===== src/rtl/sadc_resp_pkg.sv =====
package sadc_resp_pkg;

    typedef enum logic [2:0] {
        ST_IDLE  = 3'd0,
        ST_LEAD  = 3'd1,
        ST_NULLB = 3'd2,
        ST_MSBF  = 3'd3,
        ST_LSBF  = 3'd4,
        ST_TAIL  = 3'd5
    } frame_st_e;

endpackage


===== src/rtl/sadc_pin_sync.sv =====
module sadc_pin_sync #(
    parameter int          STAGES  = 2,
    parameter int          W       = 2,
    parameter logic [W-1:0] RST_VAL = '0
) (
    input  logic         clk,
    input  logic         rst_n,
    input  logic [W-1:0] pin_i,
    output logic [W-1:0] lvl_o,
    output logic [W-1:0] rise_o,
    output logic [W-1:0] fall_o
);

    for (genvar b = 0; b < W; b++) begin : g_pin
        logic [STAGES-1:0] chain_q;
        logic              prev_q;

        always_ff @(posedge clk or negedge rst_n) begin
            if (!rst_n) begin
                chain_q <= {STAGES{RST_VAL[b]}};
                prev_q  <= RST_VAL[b];
            end else begin
                chain_q <= {chain_q[STAGES-2:0], pin_i[b]};
                prev_q  <= chain_q[STAGES-1];
            end
        end

        assign lvl_o[b]  = chain_q[STAGES-1];
        assign rise_o[b] = chain_q[STAGES-1] & ~prev_q;
        assign fall_o[b] = ~chain_q[STAGES-1] & prev_q;
    end

endmodule


===== src/rtl/sadc_edge_tally.sv =====
module sadc_edge_tally #(
    parameter int W = 5
) (
    input  logic         clk,
    input  logic         rst_n,
    input  logic         clr_i,
    input  logic         inc_i,
    output logic [W-1:0] cnt_o
);

    localparam logic [W-1:0] TOP = {W{1'b1}};

    logic [W-1:0] cnt_q;

    always_ff @(posedge clk or negedge rst_n) begin
        if (!rst_n) begin
            cnt_q <= '0;
        end else if (clr_i) begin
            cnt_q <= '0;
        end else if (inc_i && (cnt_q != TOP)) begin
            cnt_q <= cnt_q + 1'b1;
        end
    end

    assign cnt_o = cnt_q;

endmodule


===== src/rtl/sadc_frame_fsm.sv =====
module sadc_frame_fsm
    import sadc_resp_pkg::*;
#(
    parameter int DATA_W = 10,
    parameter int CNT_W  = 5,
    parameter int LEAD_N = 2
) (
    input  logic              clk,
    input  logic              rst_n,
    input  logic              cs_active_i,
    input  logic              frame_start_i,
    input  logic              sclk_fall_i,
    input  logic [CNT_W-1:0]  pos_i,
    input  logic [DATA_W-1:0] word_i,
    output frame_st_e         state_o,
    output logic              sdo_o,
    output logic              sdo_oe_o
);

    localparam int IDX_W   = (DATA_W > 1) ? $clog2(DATA_W) : 1;
    localparam int MSB_END = LEAD_N + DATA_W;
    localparam int LSB_END = LEAD_N + 2 * DATA_W - 1;

    frame_st_e        state_q;
    frame_st_e        state_d;
    logic [IDX_W-1:0] idx;
    int               pos_int;

    assign pos_int = int'(pos_i);

    // next-state logic
    always_comb begin
        state_d = state_q;
        if (!cs_active_i) begin
            state_d = ST_IDLE;
        end else begin
            unique case (state_q)
                ST_IDLE:  if (frame_start_i) state_d = ST_LEAD;
                ST_LEAD:  if (sclk_fall_i && pos_int >= LEAD_N) state_d = ST_NULLB;
                ST_NULLB: if (sclk_fall_i && pos_int > LEAD_N) state_d = ST_MSBF;
                ST_MSBF:  if (sclk_fall_i && pos_int > MSB_END) state_d = ST_LSBF;
                ST_LSBF:  if (sclk_fall_i && pos_int > LSB_END) state_d = ST_TAIL;
                ST_TAIL:  state_d = ST_TAIL;
                default:  state_d = ST_IDLE;
            endcase
        end
    end

    // state register
    always_ff @(posedge clk or negedge rst_n) begin
        if (!rst_n) state_q <= ST_IDLE;
        else        state_q <= state_d;
    end

    // bit index for the state being entered
    always_comb begin
        idx = '0;
        if (state_d == ST_MSBF && pos_int <= MSB_END) begin
            idx = IDX_W'(MSB_END - pos_int);
        end else if (state_d == ST_LSBF && pos_int > MSB_END) begin
            idx = IDX_W'(pos_int - MSB_END);
        end
    end

    // output register: updates on falling edges only
    always_ff @(posedge clk or negedge rst_n) begin
        if (!rst_n) begin
            sdo_o    <= 1'b0;
            sdo_oe_o <= 1'b0;
        end else if (!cs_active_i) begin
            sdo_o    <= 1'b0;
            sdo_oe_o <= 1'b0;
        end else if (sclk_fall_i) begin
            unique case (state_d)
                ST_IDLE, ST_LEAD: begin
                    sdo_o    <= 1'b0;
                    sdo_oe_o <= 1'b0;
                end
                ST_MSBF, ST_LSBF: begin
                    sdo_o    <= word_i[idx];
                    sdo_oe_o <= 1'b1;
                end
                default: begin
                    sdo_o    <= 1'b0;
                    sdo_oe_o <= 1'b1;
                end
            endcase
        end
    end

    assign state_o = state_q;

endmodule


===== src/rtl/serial_adc_responder.sv =====
module serial_adc_responder
    import sadc_resp_pkg::*;
#(
    parameter int DATA_W      = 10,
    parameter int CNT_W       = 5,
    parameter int SYNC_STAGES = 2
) (
    input  logic              clk,
    input  logic              rst_n,
    input  logic              cs_n,
    input  logic              sclk,
    input  logic [DATA_W-1:0] sample_in,
    output logic              sdo,
    output logic              sdo_oe,
    output logic [CNT_W-1:0]  fall_count
);

    localparam int LEAD_N = 2;
    localparam int PIN_W  = 2;
    localparam int CS_B   = 0;
    localparam int SCK_B  = 1;

    logic [PIN_W-1:0]  pin_lvl;
    logic [PIN_W-1:0]  pin_rise;
    logic [PIN_W-1:0]  pin_fall;
    logic              cs_active;
    logic              frame_start;
    logic              sclk_rise;
    logic              sclk_fall;
    logic [CNT_W-1:0]  rise_pos;
    logic [DATA_W-1:0] word_q;
    frame_st_e         state;

    sadc_pin_sync #(
        .STAGES  (SYNC_STAGES),
        .W       (PIN_W),
        .RST_VAL (2'b01)
    ) sync_i (
        .clk    (clk),
        .rst_n  (rst_n),
        .pin_i  ({sclk, cs_n}),
        .lvl_o  (pin_lvl),
        .rise_o (pin_rise),
        .fall_o (pin_fall)
    );

    assign cs_active   = ~pin_lvl[CS_B];
    assign frame_start = pin_fall[CS_B];
    assign sclk_rise   = pin_rise[SCK_B] & cs_active;
    assign sclk_fall   = pin_fall[SCK_B] & cs_active;

    sadc_edge_tally #(.W(CNT_W)) rise_tally_i (
        .clk   (clk),
        .rst_n (rst_n),
        .clr_i (~cs_active),
        .inc_i (sclk_rise),
        .cnt_o (rise_pos)
    );

    sadc_edge_tally #(.W(CNT_W)) fall_tally_i (
        .clk   (clk),
        .rst_n (rst_n),
        .clr_i (~cs_active),
        .inc_i (sclk_fall),
        .cnt_o (fall_count)
    );

    always_ff @(posedge clk or negedge rst_n) begin
        if (!rst_n)           word_q <= '0;
        else if (frame_start) word_q <= sample_in;
    end

    sadc_frame_fsm #(
        .DATA_W (DATA_W),
        .CNT_W  (CNT_W),
        .LEAD_N (LEAD_N)
    ) fsm_i (
        .clk           (clk),
        .rst_n         (rst_n),
        .cs_active_i   (cs_active),
        .frame_start_i (frame_start),
        .sclk_fall_i   (sclk_fall),
        .pos_i         (rise_pos),
        .word_i        (word_q),
        .state_o       (state),
        .sdo_o         (sdo),
        .sdo_oe_o      (sdo_oe)
    );

endmodule


===== config.mk =====
export PLATFORM = sky130hd
export DESIGN_NAME = serial_adc_responder
export DESIGN_NICKNAME = d
export VERILOG_FILES = /design/src/rtl/sadc_resp_pkg.sv /design/src/rtl/sadc_pin_sync.sv /design/src/rtl/sadc_edge_tally.sv /design/src/rtl/sadc_frame_fsm.sv /design/src/rtl/serial_adc_responder.sv
export SDC_FILE = /design/constraint.sdc
export NUM_CORES = 1
export LEC_CHECK = 0
export BUFFER_PORTS_ARGS = -buffer_cell sky130_fd_sc_hd__clkbuf_2
export CELL_PAD_IN_SITES_DETAIL_PLACEMENT = 1
export CELL_PAD_IN_SITES_GLOBAL_PLACEMENT = 2
export CORE_MARGIN = 2
export CORE_UTILIZATION = 38
export DETAILED_ROUTE_END_ITERATION = 16
export PLACE_DENSITY_LB_ADDON = 0.1
export SLEW_MARGIN = 10
export SYNTH_ARGS = -nofsm -noshare
export SYNTH_HDL_FRONTEND = slang
export SYNTH_SLANG_ARGS = --single-unit

===== constraint.sdc =====
create_clock -name clk -period 3.35 [get_ports clk]
set_input_delay 0.1675 -clock clk [delete_from_list [all_inputs] [get_ports clk]]
set_output_delay 0.1675 -clock clk [all_outputs]
set_load 0.01 [all_outputs]

==> results.json <==
{
  "status": "completed",
  "grt_pass1_wl_mm": 7.05,
  "wl_per_cell_um": 16.4,
  "drc_errors": 0,
  "min_path_type": "in2reg",
  "crit_path_max_fanout": 7,
  "portBuffers": 20,
  "rsz0062_at_grt": "false",
  "synth_flop_cell": "dfrtp_1",
  "drt_iter0_markers": 68,
  "dpl-instance-area_um2": 1970,
  "fillers": 538,
  "p_total_mw": 0.795,
  "syn-cell-area_um2": 1850,
  "antenna_found_initial": 0,
  "antennaDiodeCount": 0,
  "postCtsHoldBufs": 3,
  "layout_commonest_cell": "dfrtp_1",
  "clkLatencyLatePin_ns": 0.28,
  "grt_overflow": 0,
  "min_period_ns": 2.83,
  "final_util": 0.445,
  "postCtsSetupBuffers": 0,
  "endpoint_kind": "register",
  "gp_congestion": 0.802,
  "clock_path_buffers": 2,
  "cts_tree": "yes",
  "dieArea_um2": 5430,
  "cp_num_buf_inv": 1,
  "hold_depth": 3,
  "layout_common_cells": "28 x dfrtp_1, 20 x clkbuf_2, 16 x nand2_1",
  "slew_violations": 0,
  "fmax_ghz": 0.353,
  "multiInputGateArea_um2": 996,
  "crit_chain": "inv_1 > ha_1 > nand2_1 > a31oi_1 > a211o_1 > or2_2 > mux2_2 > mux2i_1 > o41ai_1 > nand3b_1",
  "ys_ff_latch": 31,
  "avgSynthCellArea_um2": 10.8,
  "grt_max_degree": 32,
  "drt-total-wl_mm": 4.10,
  "via_count": 1365,
  "report.final.setup_viol": 0,
  "syn_to_final_growth_pct": 13.1,
  "die_y_um": 73.7,
  "critical_path_class": "reg2reg",
  "start_util": 0.394,
  "finalHoldViolations": 0,
  "num-nets-final": 217,
  "ys_seq_area_frac": 0.422,
  "finish.instance_area_um2": 2090,
  "cap_violations": 0,
  "synth_nets": 193,
  "critPathTopFamily": "compound AO/OA/AOI/OAI gates",
  "coreArea_um2": 4690,
  "worst_r2r_path_depth": 10,
  "path_clk_slew_ns": 0.07,
  "synth_warnings": 0,
  "cts_htree_levels": 2,
  "setup_tns_ns": 0,
  "fin_worst_skew_ns": 0.00708,
  "critPathArrivalTime_ns": 3.05,
  "grt_usage": 0.169,
  "ir_drop_mv": 0.314,
  "rows": 25,
  "synth_edf_count": 0,
  "seq_area_um2": 779,
  "critPathMaxStageDelay_ns": 0.53,
  "routed_via_density": 5.46,
  "cts.sinks": 31,
  "synthCells": 171,
  "cts-resized-gates": 0,
  "rrSetupSlack_ns": 0.52,
  "yosysUniqueCellTypes": 54,
  "cp-start-kind": "register",
  "worstPathRequired_ns": 3.56,
  "cellLeakagePower_nw": 0.924,
  "slew_headroom": 0.374,
  "cts_buffers": 5,
  "worst_pin_slew_ns": 0.937,
  "cp.depth": 10,
  "cpMaxStageDelayCell": "dfrtp_1",
  "whs_ns": 0.111,
  "dp_hpwl_mm": 3.10,
  "dr.pass1.iters": 4,
  "async_reset_ff_frac": 1.00,
  "fp.dieW_um": 73.7,
  "p_per_area_nw_per_um2": 381,
  "grt_pass1_vias": 1447,
  "cts-root-buf": "clkbuf_8",
  "ant_nets": 0,
  "drive_gt1_frac": 0.286,
  "ios": 21,
  "period_share": 0.846
}
-- per-stage QoR --
step / worst slack, ns / std cells
final: 0.516 / 250
after global routing: 0.290 / 250
after CTS: 0.521 / 250
after detailed placement: 0.562 / 239
after global placement: 0.680 / 239
after floorplan: 0.941 / 171
-- layout make-up --
cell class                 count  share of cell area
multi-input combinational    127               0.477
sequential                    31               0.373
timing repair buffer          24              0.0659
clock buffer                   6              0.0348
tap                           54              0.0324
inverter                       6              0.0108
clock inverter                 2             0.00599
-- cells by family after synthesis --
logic type	Yosys count	synth area share
buffers and inverters	13	0.0386
AND/OR/NAND/NOR	64	0.199
adder cells (fa/ha/maj)	8	0.0542
AO/OA/AOI/OAI	30	0.149
multiplexers	18	0.104
flip-flops	31	0.422
XOR/XNOR	7	0.0332
-- sequential cells by signal, indices dropped and copies added (netlist names) --
register              count
word_q                   10
fall_tally_i.cnt_o        5
rise_tally_i.cnt_o        5
sync_i.g_pin.chain_q      4
fsm_i.state_o             3
sync_i.g_pin.prev_q       2
fsm_i.sdo_o               1
fsm_i.sdo_oe_o            1
-- synth_stat cells (2+ instances only) --
cell type	instances	area [um2]
a211o_1	2	17.5
a2bb2oi_1	2	17.5
a31oi_1	2	12.5
buf_4	2	15.0
buf_6	2	22.5
clkbuf_1	3	11.3
dfrtp_1	28	701
dfstp_2	3	78.8
ha_1	8	100
inv_1	6	22.5
mux2_2	9	101
mux2i_1	9	90.1
nand2_1	16	60.1
nand3_1	3	15.0
nand3b_1	3	22.5
nand4_1	2	12.5
nor2_1	15	56.3
nor2b_1	4	25.0
nor3_1	3	15.0
nor3b_2	2	25.0
nor4_2	2	25.0
o2111ai_1	2	17.5
o211a_1	2	20.0
o21a_1	4	30.0
o21ai_0	3	15.0
xnor2_1	5	43.8
xor2_1	2	17.5
-- per-layer routing --
| metal | part of all wire | up-vias | global-route usage |
|---|---|---|---|
| li1 | - | 666 | - |
| met1 | 0.48 | 676 | 0.225 |
| met2 | 0.48 | 16 | 0.272 |
| met3 | 0.027 | 7 | 0.0439 |
| met4 | 0.012 | 0 | 0.0465 |
| met5 | 0 | - | 0 |
-- where the power goes --
part,internal (mW),total [mW],switching (mW),leakage [nW]
registers,0.401,0.425,0.0243,0.392
clock network,0.145,0.284,0.139,0.0412
logic,0.0426,0.0858,0.0432,0.490
-- worst paths after layout --
path	from	to
max in group asynchronous	rst_n	fsm_i.state_o[2]
min in group asynchronous	rst_n	rise_tally_i.cnt_o[0]
hold / removal	sample_in[1]	word_q[1]
hold reg to reg	sync_i.g_pin[0].chain_q[0]	sync_i.g_pin[0].chain_q[1]
setup reg to reg	rise_tally_i.cnt_o[1]	fsm_i.sdo_o
setup / recovery	rise_tally_i.cnt_o[1]	fsm_i.sdo_o
-- worst register-to-register path: stages (launching register included) --
cell	delay (ns)
dfrtp_1	0.53
inv_1	0.18
ha_1	0.26
nand2_1	0.10
a31oi_1	0.17
a211o_1	0.39
or2_2	0.32
mux2_2	0.31
mux2i_1	0.13
o41ai_1	0.22
nand3b_1	0.16
(Power assumes the default switching activity.)
